$ cat src/rtl/tmr_pkg.sv
package tmr_pkg;

    localparam int BYTE_W = 8;
    localparam int PRE_W  = 5;

    typedef enum logic [1:0] {
        MODE_13B     = 2'd0,
        MODE_16B     = 2'd1,
        MODE_RELOAD8 = 2'd2,
        MODE_HALT    = 2'd3
    } tmr_mode_e;

    // one configuration nibble: gate enable is the top bit, mode the bottom two
    typedef struct packed {
        logic      gate_en;
        logic      ext_src;
        tmr_mode_e mode;
    } tmr_cfg_t;

    typedef struct packed {
        logic [BYTE_W-1:0] hi;
        logic [BYTE_W-1:0] lo;
        logic              flag;
    } tmr_chan_t;

    typedef struct packed {
        logic [BYTE_W-1:0] cfg;
        logic [1:0]        run;
    } tmr_top_t;

endpackage

$ cat src/rtl/tmr_tick.sv
module tmr_tick #(
    parameter int CYC_DIV = 12
) (
    input  logic clk,
    input  logic rst_n,
    output logic tick_o
);
    localparam int DIV_W = (CYC_DIV > 1) ? $clog2(CYC_DIV) : 1;
    localparam logic [DIV_W-1:0] LAST = DIV_W'(CYC_DIV - 1);

    logic [DIV_W-1:0] div_d, div_q;

    assign tick_o = (div_q == LAST);

    always_comb begin
        div_d = tick_o ? '0 : div_q + 1'b1;
    end

    always_ff @(posedge clk) begin
        if (!rst_n) div_q <= '0;
        else        div_q <= div_d;
    end

    // divider never leaves its range
    a_r2_div_range: assert property (@(posedge clk) disable iff (!rst_n)
        div_q <= LAST);

    generate
        if (CYC_DIV > 1) begin : g_gap
            // strobes never come back to back
            a_r2_tick_gap: assert property (@(posedge clk) disable iff (!rst_n)
                tick_o |=> !tick_o);
        end
    endgenerate

endmodule

$ cat src/rtl/tmr_edge.sv
module tmr_edge (
    input  logic clk,
    input  logic rst_n,
    input  logic tick_i,
    input  logic pin_i,
    output logic fall_o
);
    logic samp_d, samp_q;

    assign fall_o = tick_i & samp_q & ~pin_i;

    always_comb begin
        samp_d = tick_i ? pin_i : samp_q;
    end

    always_ff @(posedge clk) begin
        if (!rst_n) samp_q <= 1'b0;
        else        samp_q <= samp_d;
    end

    // after a recognised fall the held sample is low
    a_r5_low_after_fall: assert property (@(posedge clk) disable iff (!rst_n)
        fall_o |=> !samp_q);

endmodule

$ cat src/rtl/tmr_channel.sv
module tmr_channel
    import tmr_pkg::*;
(
    input  logic              clk,
    input  logic              rst_n,
    input  tmr_cfg_t          cfg_i,
    input  logic              run_i,
    input  logic              gate_i,
    input  logic              tick_i,
    input  logic              fall_i,
    input  logic              wr_lo_i,
    input  logic              wr_hi_i,
    input  logic [BYTE_W-1:0] wdata_i,
    input  logic              flag_wr_i,
    input  logic              flag_wval_i,
    input  logic              ack_i,
    output logic [BYTE_W-1:0] lo_o,
    output logic [BYTE_W-1:0] hi_o,
    output logic              flag_o
);
    tmr_chan_t cur_d, cur_q;
    logic      step, wrap, wr_any;

    always_comb begin
        cur_d  = cur_q;
        wrap   = 1'b0;
        wr_any = wr_lo_i | wr_hi_i;
        step   = run_i && (!cfg_i.gate_en || gate_i)
                 && (cfg_i.ext_src ? fall_i : tick_i);

        if (wr_any) begin
            if (wr_lo_i) cur_d.lo = wdata_i;
            if (wr_hi_i) cur_d.hi = wdata_i;
        end else if (step) begin
            case (cfg_i.mode)
                MODE_13B: begin
                    if (&cur_q.lo[PRE_W-1:0]) begin
                        cur_d.lo[PRE_W-1:0] = '0;
                        cur_d.hi            = cur_q.hi + 1'b1;
                        wrap                = &cur_q.hi;
                    end else begin
                        cur_d.lo[PRE_W-1:0] = cur_q.lo[PRE_W-1:0] + 1'b1;
                    end
                end
                MODE_16B: begin
                    {cur_d.hi, cur_d.lo} = {cur_q.hi, cur_q.lo} + 1'b1;
                    wrap                 = &{cur_q.hi, cur_q.lo};
                end
                MODE_RELOAD8: begin
                    if (&cur_q.lo) begin
                        cur_d.lo = cur_q.hi;
                        wrap     = 1'b1;
                    end else begin
                        cur_d.lo = cur_q.lo + 1'b1;
                    end
                end
                default: ;
            endcase
        end

        if (wrap)           cur_d.flag = 1'b1;
        else if (ack_i)     cur_d.flag = 1'b0;
        else if (flag_wr_i) cur_d.flag = flag_wval_i;
    end

    always_ff @(posedge clk) begin
        if (!rst_n) cur_q <= '0;
        else        cur_q <= cur_d;
    end

    assign lo_o   = cur_q.lo;
    assign hi_o   = cur_q.hi;
    assign flag_o = cur_q.flag;

    // counts move only on strobe edges or by a write
    a_r2_steps_on_ticks: assert property (@(posedge clk) disable iff (!rst_n)
        (!tick_i && !wr_lo_i && !wr_hi_i) |=> $stable({cur_q.hi, cur_q.lo}));

    // a stopped channel keeps its count
    a_r4_idle_holds: assert property (@(posedge clk) disable iff (!rst_n)
        (!run_i && !wr_lo_i && !wr_hi_i) |=> $stable({cur_q.hi, cur_q.lo}));

    // halt mode keeps its count
    a_r9_halt_holds: assert property (@(posedge clk) disable iff (!rst_n)
        (cfg_i.mode == MODE_HALT && !wr_lo_i && !wr_hi_i)
        |=> $stable({cur_q.hi, cur_q.lo}));

    // a 16-bit wrap lands on zero with the flag up
    a_r6_wrap16: assert property (@(posedge clk) disable iff (!rst_n)
        (cfg_i.mode == MODE_16B && step && !wr_lo_i && !wr_hi_i
         && {cur_q.hi, cur_q.lo} == 16'hffff)
        |=> (cur_q.flag && {cur_q.hi, cur_q.lo} == 16'h0000));

    // reload copies the high byte into the low byte
    a_r7_reload: assert property (@(posedge clk) disable iff (!rst_n)
        (cfg_i.mode == MODE_RELOAD8 && step && !wr_lo_i && !wr_hi_i
         && cur_q.lo == 8'hff)
        |=> (cur_q.lo == $past(cur_q.hi) && cur_q.flag));

    // acknowledge without a step leaves the flag clear
    a_r11_ack_clears: assert property (@(posedge clk) disable iff (!rst_n)
        (ack_i && !step) |=> !cur_q.flag);

endmodule

$ cat src/rtl/dual_timer_unit.sv
module dual_timer_unit
    import tmr_pkg::*;
#(
    parameter int CYC_DIV = 12
) (
    input  logic       clk,
    input  logic       rst_n,
    input  logic       reg_wr,
    input  logic [2:0] reg_addr,
    input  logic [7:0] reg_wdata,
    output logic [7:0] reg_rdata,
    input  logic [1:0] ext_evt,
    input  logic [1:0] ext_gate,
    input  logic [1:0] ovf_ack,
    output logic [1:0] ovf_flag
);
    localparam int NUM_CH   = 2;
    localparam int NIB_W    = 4;
    localparam int FLAG_POS = 4;
    localparam logic [2:0] ADDR_CFG  = 3'd0;
    localparam logic [2:0] ADDR_CTRL = 3'd1;

    tmr_top_t top_d, top_q;

    logic                           tick;
    logic [NUM_CH-1:0]              fall;
    logic [NUM_CH-1:0]              flag_w;
    logic [NUM_CH-1:0][BYTE_W-1:0]  lo_w, hi_w;
    logic                           ctrl_wr;

    assign ctrl_wr = reg_wr && (reg_addr == ADDR_CTRL);

    always_comb begin
        top_d = top_q;
        if (reg_wr && reg_addr == ADDR_CFG) top_d.cfg = reg_wdata;
        if (ctrl_wr)                        top_d.run = reg_wdata[NUM_CH-1:0];
    end

    always_ff @(posedge clk) begin
        if (!rst_n) top_q <= '0;
        else        top_q <= top_d;
    end

    tmr_tick #(.CYC_DIV(CYC_DIV)) u_tick (
        .clk    (clk),
        .rst_n  (rst_n),
        .tick_o (tick)
    );

    generate
        for (genvar n = 0; n < NUM_CH; n++) begin : g_ch
            localparam logic [2:0] LO_ADDR = 3'(2 + 2 * n);
            localparam logic [2:0] HI_ADDR = 3'(3 + 2 * n);

            tmr_edge u_edge (
                .clk    (clk),
                .rst_n  (rst_n),
                .tick_i (tick),
                .pin_i  (ext_evt[n]),
                .fall_o (fall[n])
            );

            tmr_channel u_chan (
                .clk         (clk),
                .rst_n       (rst_n),
                .cfg_i       (tmr_cfg_t'(top_q.cfg[NIB_W*n +: NIB_W])),
                .run_i       (top_q.run[n]),
                .gate_i      (ext_gate[n]),
                .tick_i      (tick),
                .fall_i      (fall[n]),
                .wr_lo_i     (reg_wr && reg_addr == LO_ADDR),
                .wr_hi_i     (reg_wr && reg_addr == HI_ADDR),
                .wdata_i     (reg_wdata),
                .flag_wr_i   (ctrl_wr),
                .flag_wval_i (reg_wdata[FLAG_POS + n]),
                .ack_i       (ovf_ack[n]),
                .lo_o        (lo_w[n]),
                .hi_o        (hi_w[n]),
                .flag_o      (flag_w[n])
            );

            // a low-byte write shows on the next cycle
            a_r10_lo_write: assert property (@(posedge clk) disable iff (!rst_n)
                (reg_wr && reg_addr == LO_ADDR) |=> (lo_w[n] == $past(reg_wdata)));
        end
    endgenerate

    always_comb begin
        reg_rdata = '0;
        case (reg_addr)
            ADDR_CFG:  reg_rdata = top_q.cfg;
            ADDR_CTRL: begin
                reg_rdata[NUM_CH-1:0]                = top_q.run;
                reg_rdata[FLAG_POS +: NUM_CH]        = flag_w;
            end
            default: begin
                for (int n = 0; n < NUM_CH; n++) begin
                    if (reg_addr == 3'(2 + 2 * n)) reg_rdata = lo_w[n];
                    if (reg_addr == 3'(3 + 2 * n)) reg_rdata = hi_w[n];
                end
            end
        endcase
    end

    assign ovf_flag = flag_w;

    // configuration write lands in the register
    a_r3_cfg_write: assert property (@(posedge clk) disable iff (!rst_n)
        (reg_wr && reg_addr == ADDR_CFG) |=> (top_q.cfg == $past(reg_wdata)));

endmodule

$ cat config.mk
export PLATFORM = sky130hd
export DESIGN_NAME = dual_timer_unit
export DESIGN_NICKNAME = d
export VERILOG_FILES = /design/src/rtl/tmr_pkg.sv /design/src/rtl/tmr_tick.sv /design/src/rtl/tmr_edge.sv /design/src/rtl/tmr_channel.sv /design/src/rtl/dual_timer_unit.sv
export SDC_FILE = /design/constraint.sdc
export NUM_CORES = 1
export LEC_CHECK = 0
export BUFFER_PORTS_ARGS = -buffer_cell sky130_fd_sc_hd__buf_2
export CAP_MARGIN = 20
export CORE_MARGIN = 2
export CORE_UTILIZATION = 41
export DETAILED_ROUTE_END_ITERATION = 12
export PLACE_DENSITY = 0.65
export SYNTH_ARGS = -nofsm -noshare
export SYNTH_HDL_FRONTEND = slang
export SYNTH_SLANG_ARGS = --single-unit
$ cat constraint.sdc
create_clock -name clk -period 5 [get_ports clk]
set_input_delay 1 -clock clk [delete_from_list [all_inputs] [get_ports clk]]
set_output_delay 1 -clock clk [all_outputs]
set_load 0.01 [all_outputs]
==> results.json <==
{
  "status": "completed",
  "drt_first_pass_iters": 5,
  "min_delay_path_depth": 1,
  "regToRegEndpoint": "g_ch[0].u_chan.hi_o[4]",
  "post_cts_resize_count": 0,
  "post-synth-top-count-cell": "nand2_1",
  "io_buffer_count": 29,
  "fin_skew_ns": 0.01078,
  "htree_levels": 2,
  "cap_viol_max_count": 0,
  "timing.critical_path.cells": "buf_2 > mux4_2 > inv_1 > o22ai_1 > buf_2",
  "worst_hold_path.endpoint": "u_tick.div_q[0]",
  "met3_wl_um": 959,
  "ys_seq_area_frac": 0.2634,
  "timing.setup.critical_path_class": "in -> out",
  "worst-slew-pin-transition_ns": 0.9923,
  "antennaDiodeCount": 0,
  "max_freq_ghz": 0.2905,
  "peakVddDrop_uv": 117.1,
  "postSynthCellCount": 494,
  "report.final.setup_viol": 0,
  "worst_setup_hold_path_clk_slew_ns": 0.10,
  "worst_setup_path_end_kind": "output pin",
  "grt_antenna_before_repair": 0,
  "timing.critical_path.mode_cell": "buf_2",
  "initial_core_util": 0.4172,
  "ys_ff_latch": 50,
  "period_needed_ns": 3.443,
  "async_reset_ff_frac": 0,
  "post_route_cells_drive_above_1_share": 0.1100,
  "nets": 534,
  "max-slew-margin-rel": 0.3385,
  "cts.sink_count": 50,
  "power_density_nw_per_um2": 207.5,
  "p_leak_nw": 1.509,
  "dieHeight_um": 100.3,
  "hold_buffers": 0,
  "clk-insertion-delay-late_ns": 0.31,
  "synth_largest_area_cell": "dfxtp_1",
  "detail_route.vias_per_cell": 6.509,
  "netlist_top_cells_count": "nand2_1 (52), dfxtp_1 (50), nor2_1 (46), a21oi_1 (40), o21ai_0 (30)",
  "ys.flop_type": "dfxtp_1",
  "setup.worst_path.start_class": "primary input",
  "first_global_vias": 3635,
  "grt_max_degree": 33,
  "fp.coreArea_um2": 9109,
  "finish.cell_count_without_fillers": 611,
  "vias": 3977,
  "min-delay-path-class": "reg -> reg",
  "wl_met2_um": 5451,
  "library_cell_contributing_the_largest_single_delay_on_the_critical_path": "mux4_2",
  "synthDistinctLibCells": 65,
  "cp_slowest_stage_delay_ns": 0.58,
  "timing.hold.worst.start": "u_tick.div_q[0]",
  "row_count": 35,
  "rr_worst_depth": 6,
  "global_route.usage.total": 0.2344,
  "cts_post_setup_buffers_inserted": 0,
  "placedCellCount": 603,
  "path_max_fanout": 30,
  "largest_cells_by_area_after_synthesis": "dfxtp_1 (26%), mux2i_1 (5.8%), a21oi_1 (5.3%)",
  "totalNegativeSetupSlack_ns": 0,
  "final_util": 0.4463,
  "wl_per_cell_um": 19.27,
  "worstPathArrival_ns": 2.44,
  "layout_area_overhead_pct": 6.981,
  "timing.final.hold_violations": 0,
  "post-dp-hpwl_um": 8451,
  "die_area_um2": 10050,
  "netlist_area_um2": 3800,
  "fin_ws_ns": 1.557,
  "synthesis.yosys.warnings": 0,
  "clock_tree.buffer_depth": 2,
  "rsz0062_at_grt": "no",
  "total_power_mw": 0.8433,
  "drt_iter0_markers": 301,
  "replace_congestion": 0.9928,
  "routed_wl_um": 11780,
  "routed.top_layer": "met4",
  "clock-root-buffer": "clkbuf_8",
  "globalRouteOverflowTotal": 0,
  "wl_met1_um": 4940,
  "cp_data_required_time_ns": 4.00,
  "pin_count": 30,
  "route.antenna.remaining_nets": 0,
  "place_ws_ns": 1.583,
  "reg2reg_from": "g_ch[0].u_chan.lo_o[0]",
  "n_fill_cell": 915,
  "number_of_enable_type_register_cells_in_the_synthesized_netlist": 0,
  "synthesis.nets": 529,
  "grt_pass1_wl_um": 18670,
  "post-synth-top-area-fraction": 0.2634,
  "cts_buffers": 5,
  "post_synth.cell_area_avg_um2": 7.692,
  "min_period_over_period": 0.6885,
  "finalMaxSlewViolations": 0,
  "clock_tree_from_tritoncts": "built",
  "detail_route.drc_violations": 0,
  "floorplan.die.width_um": 100.3,
  "worst-r2r-setup-slack_ns": 2.59
}
-- stage by stage --
step	hold slack [ns]	cell area (µm²)
after floorplan	0.4172	3800
after global placement	0.4285	3948
after detailed placement	0.4517	3948
after CTS	0.4668	4065
after global routing	0.4850	4065
final	0.4620	4065
-- worst max-delay path by stage --
| stage | from | endpoint | slack, ns | depth (start not counted) |
|---|---|---|---|---|
| after detailed placement | reg_addr[1] | g_ch[1].u_chan.hi_o[4] | 1.58 | 7 |
| after global routing | reg_addr[0] | reg_rdata[4] | 1.54 | 5 |
| final | reg_addr[0] | reg_rdata[4] | 1.56 | 5 |
| after CTS | reg_addr[0] | reg_rdata[4] | 1.61 | 5 |
| after global placement | reg_addr[1] | g_ch[1].u_chan.hi_o[4] | 1.63 | 7 |
| after floorplan | reg_addr[0] | reg_rdata[2] | 1.88 | 5 |
-- power by group --
part	internal, mW	total (mW)	switching [mW]
Sequential	0.408	0.423	0.0156
Combinational	0.0402	0.111	0.0710
Clock	0.153	0.309	0.156
-- state kept, by name (all words and copies together) (netlist names) --
register            cells
g_ch.u_chan.lo_o       16
top_q                  10
u_tick.div_q            4
g_ch.u_chan.flag_o      2
g_ch.u_edge.samp_q      2
g_ch.u_chan.hi_o       16
-- cells in the final DEF (no fill, tap or decap), types with 3 or more instances in the layout --
cell and n:
a21o_1 5, a21oi_1 40, a221oi_1 3, a22oi_1 4, a311o_1 3, a31o_2 3
a31oi_1 17, and3_1 13, and4_1 3, buf_2 29, clkbuf_8 5, dfxtp_1 50
ha_1 15, inv_1 21, mux2i_1 22, mux4_2 4, nand2_1 52, nand2b_1 6
nand3_1 15, nand3b_1 4, nand4_1 11, nor2_1 46, nor3_1 9, o211ai_1 4
o21ai_0 30, o221ai_1 3, o22ai_1 11, o31ai_1 8, o32ai_1 4, xnor2_1 5
xor2_1 4
-- critical path: cells and delay by family --
kind            cells  cell delay (ns)
compound gates      1             0.10
mux                 1             0.58
buf+inv             3             0.76
-- metal layers --
layer  global-route usage  vias up
li1                     -     1870
met1               0.3136     1869
met2               0.3748      207
met3              0.03621       31
met4               0.1012        0
met5                    0        -
-- cell type report --
type                            count  area [µm²]  area share
Multi-Input combinational cell    389        2565      0.6310
Sequential cell                    50        1001      0.2462
Timing Repair Buffer               31       160.2     0.03940
Tap cell                          111       138.9     0.03416
Inverter                           22       82.58     0.02031
Clock buffer                        5       68.82     0.01693
Clock inverter                      3       48.80     0.01200
-- kinds of logic after synthesis --
| group | share of synthesized area |
|---|---|
| DFF | 0.2634 |
| xor gates and xnor gates | 0.02074 |
| AOI/OAI and AO/OA | 0.3000 |
| buffers and inverters | 0.06157 |
| adders and majority gates | 0.04939 |
| and+or+nand+nor | 0.2203 |
| muxes | 0.08462 |
No activity file was read; power rests on OpenSTA's default activity.
